**config.mk**
```make
export PLATFORM = sky130hd
export DESIGN_NAME = isl_trip_detect
export DESIGN_NICKNAME = d
export VERILOG_FILES = /design/src/rtl/isl_trip_pkg.sv /design/src/rtl/cc_mac.sv /design/src/rtl/cc_hold.sv /design/src/rtl/cc_trip_seq.sv /design/src/rtl/isl_trip_detect.sv
export SDC_FILE = /design/constraint.sdc
export NUM_CORES = 1
export LEC_CHECK = 0
export ABC_AREA = 1
export BUFFER_PORTS_ARGS = -buffer_cell sky130_fd_sc_hd__buf_2
export CAP_MARGIN = 5
export CORE_MARGIN = 4
export CORE_UTILIZATION = 40
export DETAILED_ROUTE_END_ITERATION = 12
export GPL_TIMING_DRIVEN = 0
export HOLD_SLACK_MARGIN = 0.15
export PLACE_DENSITY = 0.59
export SLEW_MARGIN = 10
export SYNTH_ARGS = -nofsm -noshare
export SYNTH_HDL_FRONTEND = slang
export SYNTH_SLANG_ARGS = --single-unit
```
**constraint.sdc**
```tcl
create_clock -name clk -period 11.3 [get_ports clk]
set_input_delay 1.695 -clock clk [delete_from_list [all_inputs] [get_ports clk]]
set_output_delay 1.695 -clock clk [all_outputs]
set_load 0.01 [all_outputs]
```
**src/rtl/isl_trip_pkg.sv**
```systemverilog
`timescale 1ns/1ps
package isl_trip_pkg;

   // Result of one evaluation strobe.
   typedef enum logic [1:0] {
      EV_IDLE  = 2'd0,
      EV_BELOW = 2'd1,
      EV_ABOVE = 2'd2
   } ev_kind_e;

   // Bits needed to count from 0 up to n inclusive, at least one.
   function automatic int cnt_bits(input int n);
      int b;
      b = 1;
      while ((1 << b) <= n) b++;
      return b;
   endfunction

endpackage

```
**src/rtl/cc_mac.sv**
```systemverilog
`timescale 1ns/1ps
module cc_mac #(
   parameter int SMP_W = 12,
   parameter int ACC_W = 24
) (
   input  logic                    clk,
   input  logic                    rst_n,
   input  logic                    win_en_i,
   input  logic                    smp_vld_i,
   input  logic signed [SMP_W-1:0] a_i,
   input  logic signed [SMP_W-1:0] b_i,
   output logic signed [ACC_W-1:0] acc_o
);
   localparam int PRD_W = 2 * SMP_W;
   localparam int SUM_W = ACC_W + 1;
   localparam logic signed [SUM_W-1:0] MAXV = {2'b00, {(ACC_W-1){1'b1}}};
   localparam logic signed [SUM_W-1:0] MINV = {2'b11, {(ACC_W-1){1'b0}}};

   generate
      if (SMP_W < 2) begin : g_bad_smp
         $error("cc_mac: SMP_W must be at least 2");
      end
      if (ACC_W < PRD_W) begin : g_bad_acc
         $error("cc_mac: ACC_W must hold one full product");
      end
   endgenerate

   logic                    win_q;
   logic                    win_start;
   logic signed [PRD_W-1:0] prod;
   logic signed [SUM_W-1:0] base;
   logic signed [SUM_W-1:0] sum;
   logic signed [ACC_W-1:0] sat;
   logic signed [ACC_W-1:0] acc_q;

   assign win_start = win_en_i & ~win_q;

   always_comb begin
      prod = PRD_W'(a_i) * PRD_W'(b_i);
      base = win_start ? '0 : {acc_q[ACC_W-1], acc_q};
      sum  = base + {{(SUM_W-PRD_W){prod[PRD_W-1]}}, prod};
   end

   // Clamp the one-bit-wider sum back into the accumulator range.
   always_comb begin
      if (sum > MAXV)      sat = MAXV[ACC_W-1:0];
      else if (sum < MINV) sat = MINV[ACC_W-1:0];
      else                 sat = sum[ACC_W-1:0];
   end

   always_ff @(posedge clk) begin
      if (!rst_n) begin
         win_q <= 1'b0;
         acc_q <= '0;
      end else begin
         win_q <= win_en_i;
         if (win_en_i) begin
            if (smp_vld_i)      acc_q <= sat;
            else if (win_start) acc_q <= '0;
         end
      end
   end

   assign acc_o = acc_q;


   acc_no_wrap_chk: assert property (@(posedge clk) disable iff (!rst_n)
      (win_en_i && smp_vld_i && !win_start && !acc_q[ACC_W-1] && !prod[PRD_W-1])
      |=> (!acc_q[ACC_W-1] && acc_q >= $past(acc_q)));


   win_clear_chk: assert property (@(posedge clk) disable iff (!rst_n)
      (win_start && !smp_vld_i) |=> (acc_q == '0));


   acc_idle_chk: assert property (@(posedge clk) disable iff (!rst_n)
      (!win_en_i || (!smp_vld_i && win_q)) |=> $stable(acc_q));

endmodule

```
**src/rtl/cc_hold.sv**
```systemverilog
`timescale 1ns/1ps
module cc_hold #(
   parameter int ACC_W = 24
) (
   input  logic                    clk,
   input  logic                    rst_n,
   input  logic                    cap_i,
   input  logic signed [ACC_W-1:0] acc_i,
   output logic signed [ACC_W-1:0] idx_o,
   output logic                    vld_o
);
   generate
      if (ACC_W < 4) begin : g_bad_w
         $error("cc_hold: ACC_W too small");
      end
   endgenerate

   logic signed [ACC_W-1:0] idx_q;
   logic                    vld_q;

   always_ff @(posedge clk) begin
      if (!rst_n) begin
         idx_q <= '0;
         vld_q <= 1'b0;
      end else begin
         vld_q <= cap_i;
         if (cap_i) idx_q <= acc_i;
      end
   end

   assign idx_o = idx_q;
   assign vld_o = vld_q;


   vld_pulse_chk: assert property (@(posedge clk) disable iff (!rst_n)
      cap_i |=> vld_o);


   vld_quiet_chk: assert property (@(posedge clk) disable iff (!rst_n)
      !cap_i |=> !vld_o);


   idx_hold_chk: assert property (@(posedge clk) disable iff (!rst_n)
      !cap_i |=> $stable(idx_o));

endmodule

```
**src/rtl/cc_trip_seq.sv**
```systemverilog
`timescale 1ns/1ps
module cc_trip_seq
   import isl_trip_pkg::*;
#(
   parameter int ACC_W = 24,
   parameter int REP   = 2
) (
   input  logic                    clk,
   input  logic                    rst_n,
   input  logic                    eval_i,
   input  logic signed [ACC_W-1:0] idx_i,
   input  logic signed [ACC_W-1:0] thr_i,
   output logic                    trip_o
);
   localparam int CNT_W = cnt_bits(REP);

   generate
      if (REP < 1) begin : g_bad_rep
         $error("cc_trip_seq: REP must be at least 1");
      end
   endgenerate

   ev_kind_e ev;
   logic     hit;      // this evaluation completes the run
   logic     trip_q;

   always_comb begin
      if (!eval_i)             ev = EV_IDLE;
      else if (idx_i > thr_i)  ev = EV_ABOVE;
      else                     ev = EV_BELOW;
   end

   generate
      if (REP == 1) begin : g_single
         // A single exceed is enough: no run counter.
         assign hit = (ev == EV_ABOVE);
      end else begin : g_run
         logic [CNT_W-1:0] cnt_q;

         assign hit = (ev == EV_ABOVE) && (cnt_q >= CNT_W'(REP - 1));

         always_ff @(posedge clk) begin
            if (!rst_n) begin
               cnt_q <= '0;
            end else begin
               case (ev)
                  EV_ABOVE: if (cnt_q != CNT_W'(REP)) cnt_q <= cnt_q + 1'b1;
                  EV_BELOW: cnt_q <= '0;
                  default:  cnt_q <= cnt_q;
               endcase
            end
         end


         cnt_clear_chk: assert property (@(posedge clk) disable iff (!rst_n)
            (ev == EV_BELOW) |=> (cnt_q == '0));


         cnt_idle_chk: assert property (@(posedge clk) disable iff (!rst_n)
            (ev == EV_IDLE) |=> $stable(cnt_q));
      end
   endgenerate

   always_ff @(posedge clk) begin
      if (!rst_n)   trip_q <= 1'b0;
      else if (hit) trip_q <= 1'b1;
   end

   assign trip_o = trip_q;


   trip_sticky_chk: assert property (@(posedge clk) disable iff (!rst_n)
      trip_o |=> trip_o);


   trip_on_eval_chk: assert property (@(posedge clk) disable iff (!rst_n)
      (!eval_i && !trip_o) |=> !trip_o);

endmodule

```
**src/rtl/isl_trip_detect.sv**
```systemverilog
`timescale 1ns/1ps
module isl_trip_detect #(
   parameter int SMP_W = 12,
   parameter int ACC_W = 24,
   parameter int REP   = 2
) (
   input  logic                    clk,
   input  logic                    rst_n,
   input  logic                    win_en_i,
   input  logic                    smp_vld_i,
   input  logic signed [SMP_W-1:0] vpcc_i,
   input  logic signed [SMP_W-1:0] vref_i,
   input  logic                    win_done_i,
   input  logic                    eval_i,
   input  logic signed [ACC_W-1:0] thr_i,
   output logic signed [ACC_W-1:0] cc_idx_o,
   output logic                    cc_vld_o,
   output logic                    trip_o
);
   logic signed [ACC_W-1:0] acc;

   cc_mac #(
      .SMP_W (SMP_W),
      .ACC_W (ACC_W)
   ) i_mac (
      .clk       (clk),
      .rst_n     (rst_n),
      .win_en_i  (win_en_i),
      .smp_vld_i (smp_vld_i),
      .a_i       (vpcc_i),
      .b_i       (vref_i),
      .acc_o     (acc)
   );

   cc_hold #(
      .ACC_W (ACC_W)
   ) i_hold (
      .clk   (clk),
      .rst_n (rst_n),
      .cap_i (win_done_i),
      .acc_i (acc),
      .idx_o (cc_idx_o),
      .vld_o (cc_vld_o)
   );

   cc_trip_seq #(
      .ACC_W (ACC_W),
      .REP   (REP)
   ) i_trip (
      .clk    (clk),
      .rst_n  (rst_n),
      .eval_i (eval_i),
      .idx_i  (cc_idx_o),
      .thr_i  (thr_i),
      .trip_o (trip_o)
   );


   idx_follows_acc_chk: assert property (@(posedge clk) disable iff (!rst_n)
      win_done_i |=> (cc_idx_o == $past(acc)));

endmodule

```
---- Word-level counts from Yosys, hierarchy flattened ----
Cells that the tools add are included.
operators by class
  add/subtract/negate cells ............... 2
  multipliers ............................. 1
  $lt $le $gt $ge ......................... 4
  equal/unequal tests ..................... 4
  muxes and demuxes ....................... 9
  bitwise operators ....................... 2
  reductions and logical operators ........ 5
operators by type and width
  cell                                                               number
  2-to-1 mux 24 bit                                                  4
  adder 25 bit                                                       1
  > comparator 25 x 24 -> 1 bit, second input constant               1
  < comparator 25 x 24 -> 1 bit, second input constant               1
  2-to-1 mux 25 bit                                                  1
  > comparator 24 bit                                                1
  multiplier 12 x 12 -> 24 bit                                       1
  2-to-1 mux 2 bit                                                   3
  != test 2 bit, second input constant                               2
  one-hot mux 2 bit (2 select lines)                                 1
  AND reduction 2 bit                                                2
  nonzero test 2 bit                                                 2
  adder 2 x 1 -> 2 bit, second input constant                        1
  == test 2 x 1 -> 1 bit, second input constant                      1
  == test 2 bit, second input constant                               1
  greater-or-equal comparator 2 x 1 -> 1 bit, second input constant  1
  bitwise AND 1 bit                                                  1
  logical AND 1 bit                                                  1
  NOT 1 bit                                                          1
word-level totals
  register bits after elaboration ......... 53
  input bits .............................. 54
  output and inout bits ................... 26
  word-level logic and storage cells ...... 33

---- Depth between registers and ports, before layout ----
  word-level depth ........................ 8
  depth in mapped cells ................... 39

---- Modules after synthesis ----
A second synthesis with hierarchy kept.
unflattened totals
  cell total of the unflattened synthesis .. 1499
  area, all modules ....................... 10346.2 µm²
modules (own cells, without submodules)
  module       times used  cells an instance  area an instance (µm²)
  cc_mac       1           1204               8473.1
  cc_hold      1           155                1003.5
  cc_trip_seq  1           140                869.6

---- Worst setup path after synthesis ----
No wires, ideal clock.
  path kind ............................... in2reg
  start point ............................. in vpcc_i[11]
  end point ............................... reg i_mac.acc_q[0] (netlist: i_mac.acc_o[0])
  arrival time ............................ 7689 ps
  required time ........................... 11183 ps
  slack ................................... 3494 ps
  stages on the path ...................... 30
  buffers on the path ..................... 2
  path through ............................ clkbuf_1 > nand2_1 > fa_1 > inv_1 > fa_1 > inv_1 > fa_1 > inv_1 > fa_1 > inv_1 > fa_1 > inv_1 > ha_1 > nand2_1 > nor3_1 > nand2_1 > o311ai_0 > xor2_1 > ha_1 > inv_1 > nor3_1 > and2_1 > nand3_1 > nand3_1 > nand2_1 > nand2_2 > nor2_2 > nor2_4 > buf_6 > a21oi_2
on the way
  word-level cells in the longest chain between the ends .. 6
  elaborated cells between the ends (all ways) .. 7
RTL lines
  element                           RTL line               RTL
  from (decl)                       isl_trip_detect.sv:11  input logic signed [SMP_W-1:0] vpcc_i,
  multiplier 12 x 12 -> 24 bit (*)  cc_mac.sv:39           prod = PRD_W'(a_i) * PRD_W'(b_i);
  adder 25 bit (*)                  cc_mac.sv:41           sum = base + {{(SUM_W-PRD_W){prod[PRD_W-1]}}, prod};
  < comparator 25 x 24 -> 1 bit     cc_mac.sv:47           else if (sum < MINV) sat = MINV[ACC_W-1:0];
  2-to-1 mux 24 bit                 cc_mac.sv:47
  2-to-1 mux 24 bit (*)             cc_mac.sv:46           if (sum > MAXV) sat = MAXV[ACC_W-1:0];
  2-to-1 mux 24 bit (*)             cc_mac.sv:58           if (smp_vld_i) acc_q <= sat;
  to (signal assigned)              cc_mac.sv:58
  to (decl)                         cc_mac.sv:34           logic signed [ACC_W-1:0] acc_q;
Mark *: on every way between the ends. The rest lies on a longest branch, timed or not.
A chain may end at the register's enable or synchronous reset.

---- Worst setup path after layout ----
  start point ............................. in vpcc_i[11]
  end point ............................... reg i_mac.acc_q[10] (netlist: i_mac.acc_o[10])
The elaborated chain is that of the path after synthesis.

==> out/metrics.yaml <==
placed_design:
  globalplace.congestion: 0.8729
  io_buffers: 77
  dp_hpwl_mm: 21.63
  dpl.cell_count: 1777
drt:
  route.met3.wl_um: 853
  route.met2.wl_mm: 12.11
  drc_errors: 0
  first_pass_iters: 5
  drt-total-wl_mm: 24.36
  ant_nets: 0
  drt-vias-per-instance: 4.762
  vias: 8500
  top_layer: "met4"
  met1Wirelength_mm: 11.08
  wl_per_cell_um: 13.65
  drt_iter0_markers: 377
status:
  run_status: "completed"
sta:
  finalHoldViolCount: 0
  setup_viol: 0
  max_slew_margin: 0.5382
  tightest_slew_ns: 0.6926
  rsz0062_at_grt: "false"
  max_freq_mhz: 116.8
  tns_ns: 0
  period_minus_slack_ns: 8.558
  slew_viol_final: 0
  fin_skew_ns: 0.006733
  post-route-period-util: 0.7574
grt:
  track_usage: 0.1841
  grt_pass1_vias: 8416
  antenna_found_initial: 0
  grt_remaining_overflow: 0
  grt_max_degree: 17
  grt_pass1_wl_mm: 40.52
clock_tree:
  hold_buffers: 0
  htreeDepth: 2
  cts.path.max_buffers: 2
  worst_skew_pair.late_latency_ns: 0.30
  clk_pin_slew_ns: 0.07
  cts_tree: "built"
  postCtsSetupRepairBufs: 0
  cts_buffers: 5
  cts.sinks: 53
  cts_root_buffer: "clkbuf_16"
  cts-resized-gates: 0
hold_path:
  hp-class: "flop to flop"
setup_path:
  worstRegToRegCells: 15
  worst-path-max-fanout: 10
  required_ns: 11.48
  startpoint_type: "input port"
  r2r_start: "i_mac.win_q"
  r2r-end: "i_mac.acc_o[21]"
  crit_end: "i_mac.acc_o[10]"
  max_stage_delay_ns: 0.68
  path_class: "input port to flop"
  end_kind: "flop"
  critPathMostFrequentCell: "inv_1"
  cp_data_arrival_time_ns: 8.74
  cpMaxStageDelayCell: "fa_1"
  crit_start: "vpcc_i[11]"
  rrSetupSlack_ns: 7.63
logic_synthesis:
  seq_area_frac_synth: 0.1072
  ys_warn_count: 0
  netlist_area_mm2: 0.009897
  async_reset_ff_frac: 0
  synth-main-ff-cell: "dfxtp_1"
  synth-edff-count: 0
  ys_types: 40
  syn_avg_cell_area_um2: 7.193
  synthesis.nets: 1670
  syn_inst: 1376
  ys_seq_elements: 53
layout:
  antenna_cells: 0
  post_layout_nonfiller_instances: 1785
  drive_gt1_frac: 0.08624
  nets: 1754
  syn_to_final_growth_pct: 9.431
die:
  ios: 80
  start_util: 0.4070
  die_h_um: 165.3
  die-area_mm2: 0.02732
  core_mm2: 0.02432
  die_w_um: 165.3
  rows: 57
job:
  maxCapViolCount: 0
worst min path at each step:
stage	slack, ns	to	from	cells after the start
final	0.46	i_hold.idx_o[23]	i_mac.acc_o[23]	2
after global routing	0.48	i_trip.trip_o	i_trip.trip_o	2
after CTS	0.46	i_hold.idx_o[23]	i_mac.acc_o[23]	2
after detailed placement	0.45	i_hold.idx_o[23]	i_mac.acc_o[23]	2
after global placement	0.45	i_trip.trip_o	i_trip.trip_o	2
after floorplan	0.43	i_hold.idx_o[23]	i_mac.acc_o[23]	2
per-layer routing:
layer  global-route usage  vias up
met5                    0        -
met4              0.03262        0
met3              0.01514       25
met2               0.3285      141
met1               0.2473     4037
li1                     -     4297
sequential cells by signal (all words and copies together), names as in the netlist:
name	count
i_trip.g_run.cnt_q	2
i_mac.acc_o	24
i_mac.win_q	1
i_trip.trip_o	1
i_hold.idx_o	24
i_hold.vld_o	1
cell families after synthesis:
group	synth area share
and+or+nand+nor	0.1890
buffers and inverters	0.1525
adders and majority gates	0.4088
AOI/OAI and AO/OA	0.1053
DFF	0.1072
xor gates and xnor gates	0.03717
cells in the mapped netlist (all sizes together), types with 2 or more instances:
cell type  number  area, um2
dfxtp          53       1061
o21bai          6      45.04
nand4          11      68.82
or2             4      25.02
a21o            2      15.01
nor2           79      311.5
o31ai           2      15.01
clkbuf         39      150.1
nand3          26      140.1
o21ai          67      339.1
a21oi          99      570.6
xnor2          16      140.1
fa            139       2783
nand2         325       1227
inv           352       1321
ha            101       1264
nor3           12      65.06
buf             5      37.54
xor2           26      227.7
a31oi           4      25.02
stage by stage:
| step | hold WS (ns) | cell area [um2] | util | setup slack [ns] |
|---|---|---|---|---|
| 4_1_cts | 0.4625 | 10830 | 0.4453 | 2.656 |
| 3_5_place_dp | 0.4517 | 10690 | 0.4395 | 2.373 |
| 5_1_grt | 0.4818 | 10830 | 0.4453 | 2.116 |
| 3_3_place_gp | 0.4494 | 10690 | 0.4395 | 2.409 |
| 6_report | 0.4607 | 10830 | 0.4453 | 2.742 |
| 2_1_floorplan | 0.4282 | 9897 | - | 3.494 |
cell usage in the layout (no fill, tap or decap), drive strengths merged:
| cell type | Yosys | final |
|---|---|---|
| inv | 352 | 352 |
| nand2 | 325 | 325 |
| fa | 139 | 139 |
| ha | 101 | 101 |
| a21oi | 99 | 99 |
| buf | 5 | 82 |
| nor2 | 79 | 79 |
| o21ai | 67 | 67 |
| dfxtp | 53 | 53 |
| clkbuf | 39 | 44 |
| xor2 | 26 | 26 |
| nand3 | 26 | 26 |
| xnor2 | 16 | 16 |
| nor3 | 12 | 12 |
| nand4 | 11 | 11 |
| o21bai | 6 | 6 |
| or2 | 4 | 4 |
| a31oi | 4 | 4 |
| o31ai | 2 | 2 |
| a21o | 2 | 2 |
| clkinv | 0 | 2 |
| o211ai | 1 | 1 |
| o311ai | 1 | 1 |
| a41oi | 1 | 1 |
| nor4 | 1 | 1 |
| nor3b | 1 | 1 |
| and2 | 1 | 1 |
| nand3b | 1 | 1 |
| a211oi | 1 | 1 |
| clkinvlp | 0 | 1 |
worst max-delay path, delay by kind of cell:
| family | cells | cell delay (ns) |
|---|---|---|
| AO/OA/AOI/OAI | 2 | 0.46 |
| XOR/XNOR | 1 | 0.21 |
| adder cells (fa/ha/maj) | 7 | 3.52 |
| buffers and inverters | 9 | 1.16 |
| AND/OR/NAND/NOR | 12 | 1.67 |
cell type report:
class                           instances  area (um2)
Timing Repair Buffer                   77       385.4
Clock inverter                          3       17.52
Fill cell                            2538       13490
Inverter                              352        1321
Sequential cell                        53        1061
Multi-Input combinational cell        927        7327
Clock buffer                            5       125.1
Buffer                                 44       187.7
Tap cell                              324       405.4
Power is left out: the tool's default activity adds up to more than one toggle a clock period on the data nets, which glitch-free logic cannot reach.
